===== src/rtl/owdt_pkg.sv =====
package owdt_pkg;
  localparam int CTRL_W  = 8;
  localparam int ARM_BIT = 5;
  localparam int CLR_BIT = 4;
  localparam int SEL_W   = 3;
endpackage


===== src/rtl/owdt_ctrl.sv =====
module owdt_ctrl
  import owdt_pkg::*;
(
  input  logic              clk,
  input  logic              por_n,
  input  logic              wr_en,
  input  logic [CTRL_W-1:0] wr_data,
  output logic [CTRL_W-1:0] ctrl_q,
  output logic [SEL_W-1:0]  sel_nxt,
  output logic              clr
);
  logic [CTRL_W-1:0] ctrl_d;

  always_comb begin
    ctrl_d          = wr_data;
    ctrl_d[CLR_BIT] = 1'b0;
    ctrl_d[ARM_BIT] = wr_data[ARM_BIT] | ctrl_q[ARM_BIT];
  end

  // only power-on reset touches the register
  always_ff @(posedge clk) begin
    if (!por_n)     ctrl_q <= '0;
    else if (wr_en) ctrl_q <= ctrl_d;
  end

  assign sel_nxt = wr_en ? wr_data[SEL_W-1:0] : ctrl_q[SEL_W-1:0];
  assign clr     = wr_en & wr_data[CLR_BIT];
endmodule


===== src/rtl/owdt_tick.sv =====
module owdt_tick
  import owdt_pkg::*;
#(
  parameter int BASE_DIV = 12
) (
  input  logic             clk,
  input  logic             restart,
  input  logic             run,
  input  logic [SEL_W-1:0] sel_nxt,
  output logic             tick
);
  localparam int PRE_W = 1 << SEL_W;

  logic             base_tick;
  logic [PRE_W-1:0] pre_q;
  logic [SEL_W-1:0] act_sel;
  logic             pre_end;

  generate
    if (BASE_DIV > 1) begin : g_base
      localparam int BW = $clog2(BASE_DIV);
      logic [BW-1:0] base_q;
      assign base_tick = run && (base_q == BW'(BASE_DIV - 1));
      always_ff @(posedge clk) begin
        if (restart || !run) base_q <= '0;
        else if (base_tick)  base_q <= '0;
        else                 base_q <= base_q + 1'b1;
      end
    end else begin : g_nobase
      assign base_tick = run;
    end
  endgenerate

  function automatic logic [PRE_W-1:0] last_of(input logic [SEL_W-1:0] s);
    logic [SEL_W:0] sh;
    logic [PRE_W:0] t;
    sh = {1'b0, s} + {{SEL_W{1'b0}}, 1'b1};
    t  = ({{PRE_W{1'b0}}, 1'b1} << sh) - {{PRE_W{1'b0}}, 1'b1};
    return t[PRE_W-1:0];
  endfunction

  assign pre_end = base_tick && (pre_q == last_of(act_sel));
  assign tick    = pre_end;

  always_ff @(posedge clk) begin
    if (restart || !run) begin
      pre_q   <= '0;
      act_sel <= sel_nxt;
    end else if (pre_end) begin
      pre_q   <= '0;
      act_sel <= sel_nxt;
    end else if (base_tick) begin
      pre_q   <= pre_q + 1'b1;
    end
  end
endmodule


===== src/rtl/owdt_count.sv =====
module owdt_count #(
  parameter int CNT_W = 15
) (
  input  logic             clk,
  input  logic             restart,
  input  logic             tick,
  output logic [CNT_W-1:0] cnt_q,
  output logic             req_q
);
  localparam logic [CNT_W-1:0] TOP = {CNT_W{1'b1}};

  always_ff @(posedge clk) begin
    if (restart) begin
      cnt_q <= '0;
      req_q <= 1'b0;
    end else if (tick) begin
      cnt_q <= cnt_q + 1'b1;
      req_q <= (cnt_q == TOP);
    end else begin
      req_q <= 1'b0;
    end
  end
endmodule


===== src/rtl/owdt_top.sv =====
module owdt_top
  import owdt_pkg::*;
#(
  parameter int CNT_W    = 15,
  parameter int BASE_DIV = 12
) (
  input  logic       clk,
  input  logic       por_n,
  input  logic       rst,
  input  logic       wr_en,
  input  logic [7:0] wr_data,
  output logic       rst_req
);
  logic [CTRL_W-1:0] ctrl_q;
  logic [SEL_W-1:0]  sel_nxt;
  logic              clr;
  logic              restart;
  logic              tick;
  logic [CNT_W-1:0]  cnt_q;

  owdt_ctrl u_ctrl (
    .clk    (clk),
    .por_n  (por_n),
    .wr_en  (wr_en),
    .wr_data(wr_data),
    .ctrl_q (ctrl_q),
    .sel_nxt(sel_nxt),
    .clr    (clr)
  );

  assign restart = !por_n || rst || clr;

  owdt_tick #(.BASE_DIV(BASE_DIV)) u_tick (
    .clk    (clk),
    .restart(restart),
    .run    (ctrl_q[ARM_BIT]),
    .sel_nxt(sel_nxt),
    .tick   (tick)
  );

  owdt_count #(.CNT_W(CNT_W)) u_count (
    .clk    (clk),
    .restart(restart),
    .tick   (tick),
    .cnt_q  (cnt_q),
    .req_q  (rst_req)
  );
endmodule


===== config.mk =====
export PLATFORM = sky130hd
export DESIGN_NAME = owdt_top
export DESIGN_NICKNAME = d
export VERILOG_FILES = /design/src/rtl/owdt_pkg.sv /design/src/rtl/owdt_ctrl.sv /design/src/rtl/owdt_tick.sv /design/src/rtl/owdt_count.sv /design/src/rtl/owdt_top.sv
export SDC_FILE = /design/constraint.sdc
export NUM_CORES = 1
export LEC_CHECK = 0
export BUFFER_PORTS_ARGS = -buffer_cell sky130_fd_sc_hd__buf_4
export CAP_MARGIN = 20
export CORE_MARGIN = 2
export CORE_UTILIZATION = 61
export CTS_BUF_LIST = sky130_fd_sc_hd__clkbuf_4 sky130_fd_sc_hd__clkbuf_8
export DETAILED_ROUTE_END_ITERATION = 16
export GPL_TIMING_DRIVEN = 1
export PLACE_DENSITY = 0.85
export RECOVER_POWER = 100
export SLEW_MARGIN = 20
export SYNTH_ARGS = -nofsm -noshare
export SYNTH_HDL_FRONTEND = slang
export SYNTH_SLANG_ARGS = --single-unit

===== constraint.sdc =====
create_clock -name clk -period 3.9 [get_ports clk]
set_input_delay 0.39 -clock clk [delete_from_list [all_inputs] [get_ports clk]]
set_output_delay 0.39 -clock clk [all_outputs]
set_load 0.02 [all_outputs]

==> impl_metrics.toml <==
[clocking]
post_cts.repair.setup_buffers = 0
numCtsBuffers = 5
cts.hold.buffers_added = 0
root_buffer = "sky130_fd_sc_hd__clkbuf_4"
tritoncts = "done"
cts_buffer_depth = 2
worst_skew_pair.late_latency_ns = 0.35
cts_repair_resize_count = 0
clock_sinks = 35
cts.htree.levels = 2
clock_transition_at_the_registers_of_the_reported_paths_ns = 0.11

[timing]
setup-tns-final_ns = 0
tightestPinTransition_ns = 0.824
finalMaxSlewViolations = 0
rsz0062_at_grt = "no"
fin_skew_ns = 0.0117
max_freq_mhz = 292
relative_slew_margins_pct = 44.7
min_period_over_period_pct = 87.7
finalWorstPathRequiredPeriod_ns = 3.42
setup_ws_ns = 0.478
report.final.setup_viol = 0
hold_viol = 0

[routing]
post-route-drc-count = 0
drt_iter0_markers = 77
final_antenna_net_count = 0
routed_wire_length_per_instance_um = 15.1
wire_length_after_detailed_routing_um = 3750
dr.pass1.iters = 4
post_drt_via_cell_ratio = 6.44
vias = 1596

[yosys]
synth_seq_area_share_pct = 40.2
synthesis.nets = 224
mean_post_synth_cell_area_sq_um = 8.73
synthAdderAreaFrac_pct = 2.76
xor_xnor_share_of_the_synthesized_area_pct = 4.34
synth_mux_area_share_pct = 2.41
synthCells = 208
synth_top_family_by_area = "simple AND/OR/NAND/NOR gates"
synth_compound_area_share_pct = 18.0
synth_seq_cells = 35
synth_simple_gate_area_share_pct = 28.3
netlist-cell-type-count = 44
synth_area_sq_mm = 0.00182
synth-warning-count = 0

[global_routing]
maximum_number_of_pins_on_one_net_before_global_route_repair = 20
gr-total-overflow = 0
grtUsageTotal_pct = 25.2
number_of_global_route_vias_before_repair = 1537
initial_antenna_violation_count = 0
grt_first_pass_wirelength_um = 6600

[placement]
port-buffer-count = 9
place_ws_ns = 0.630
gp_congestion = 0.802
dpl.hpwl_um = 2630

[floorplanning]
die_w_um = 58.6
design.core.area_sq_mm = 0.00278
fp.dieArea_sq_mm = 0.00343
row_count = 19
initial_core_util_pct = 65.3
io_pins = 13
die_h_um = 58.6

[worst_hold_path]
worst_hold_path_type = "primary input to register"
min_path_cells = 2

[critical_path]
path_class = "register to register"
setup.worst_path.start_class = "register"
critPathRequiredTime_ns = 4.18
crit_arrival_ns = 3.70
worstRegToRegCells = 9
setup.worst_path.end_class = "register"
worstPathMaxFanout = 19

[layout]
antenna_cells = 0
final_common_cell = "sky130_fd_sc_hd__dfxtp_1"
fin_nets = 232
layout_common_cells = "sky130_fd_sc_hd__dfxtp_1 (32), sky130_fd_sc_hd__a21oi_1 (21), sky130_fd_sc_hd__nand2_1 (17)"
area_growth_syn_to_layout_pct = 7.10
layout-drive-gt1-share_pct = 9.68

[power]
p_leak_nw = 0.664
vdd_drop_max_v = 0.000364
power.density_mw_per_mm2 = 361

[run_status]
run_status = "complete, no violations"

[run]
number_of_maximum_capacitance_violations = 0
-- critical path: stages (launching register included) --
cell	delay (ns)
sky130_fd_sc_hd__edfxtp_1	0.51
sky130_fd_sc_hd__and2_0	0.21
sky130_fd_sc_hd__ha_1	0.35
sky130_fd_sc_hd__nor2b_1	0.20
sky130_fd_sc_hd__and3b_1	0.20
sky130_fd_sc_hd__or3_1	0.30
sky130_fd_sc_hd__a211o_1	0.52
sky130_fd_sc_hd__clkbuf_1	0.32
sky130_fd_sc_hd__or4_1	0.55
sky130_fd_sc_hd__a21oi_1	0.18
-- cell type report --
type,instances,area [sq um]
fillers,223,837
multi-input cells,157,1000
clock inverters,3,38.8
well taps,31,38.8
inverters,5,18.8
repair buffers,12,76.3
clock buffers,5,37.5
flip-flops and latches,35,731
-- metrics by stage --
step / cell area, sq um / instances / power [mW] / util [%] / hold slack [ns]
2_1_floorplan: 1820 / 208 / 0.432 / - / 0.418
4_1_cts: 1970 / 248 / 0.707 / 70.7 / 0.253
3_3_place_gp: 1890 / 240 / 0.446 / 68.0 / 0.430
3_5_place_dp: 1890 / 240 / 0.452 / 68.0 / 0.444
5_1_grt: 1940 / 248 / 0.724 / 69.9 / 0.313
6_report: 1940 / 248 / 0.702 / 69.9 / 0.309
-- state kept, by name, summed over array words and instances (netlist names) --
| signal | flops |
|---|---|
| u_tick.g_base.base_q | 4 |
| u_tick.act_sel | 3 |
| u_tick.pre_q | 8 |
| u_count.cnt_q | 15 |
| u_ctrl.ctrl_q | 4 |
| u_count.req_q | 1 |
-- synthesized netlist by cell type (all sizes together) --
master   number  area share (%)
dfxtp        32              35
or2b          1            0.41
nor2         15             3.1
o22ai         1            0.34
and3          5             1.7
and3b         1            0.48
nand2b        1            0.34
a211o         2            0.97
nand4         5             1.7
a2111oi       1            0.55
and4          2            0.97
nand3        11             3.0
mux2          3             1.9
a211oi        3             1.2
xnor2         1            0.48
o311ai        1            0.48
o211ai        3             1.5
o21ai         4             1.1
clkbuf        6             1.2
inv           5             1.0
or2           1            0.34
or3           2            0.69
mux2i         1            0.55
xor2          8             3.9
o31ai        12             5.0
nor2b         4             1.5
and4b         2             1.1
ha            4             2.8
or4          13             5.4
edfxtp        3             5.0
nor3b         1            0.41
nand4b        1            0.48
o2bb2ai       1            0.48
nor3          1            0.28
buf           5             1.7
nand2        17             3.5
a311o         1            0.55
and2          5             1.7
nor4          2             1.0
a21oi        21             5.8
-- power by group --
group	total [mW]	switching [mW]	internal, mW
Combinational	0.0674	0.0412	0.0263
Clock	0.259	0.127	0.132
Sequential	0.375	0.00683	0.368
-- layer usage --
metal  global-route usage, %  vias to the layer above  routed length, um
met1                    30.9                      740               1700
met2                    42.1                       49               1820
met3                    5.93                        9                156
met5                       0                        -                  0
li1                        -                      798                  -
met4                    11.3                        0                 66
-- final timing paths --
kind | slack (ns) | end | start
setup / recovery | 0.48 | u_count.cnt_q[6] | u_tick.act_sel[0]
hold / removal | 0.31 | u_ctrl.ctrl_q[1] | por_n
setup reg to reg | 0.48 | u_count.cnt_q[6] | u_tick.act_sel[0]
hold reg to reg | 0.46 | u_tick.g_base.base_q[0] | u_tick.g_base.base_q[0]
-- cells by family (layout without fill, tap and decap cells) --
logic type                 after synthesis  after routing
DFF                                     35             35
and+or+nand+nor                         90             90
muxes                                    4              4
buffers and inverters                   16             25
AOI/OAI and AO/OA                       50             50
xor gates and xnor gates                 9              9
adders and majority gates                4              4
Note: power is estimated with default switching activity, not from simulation.
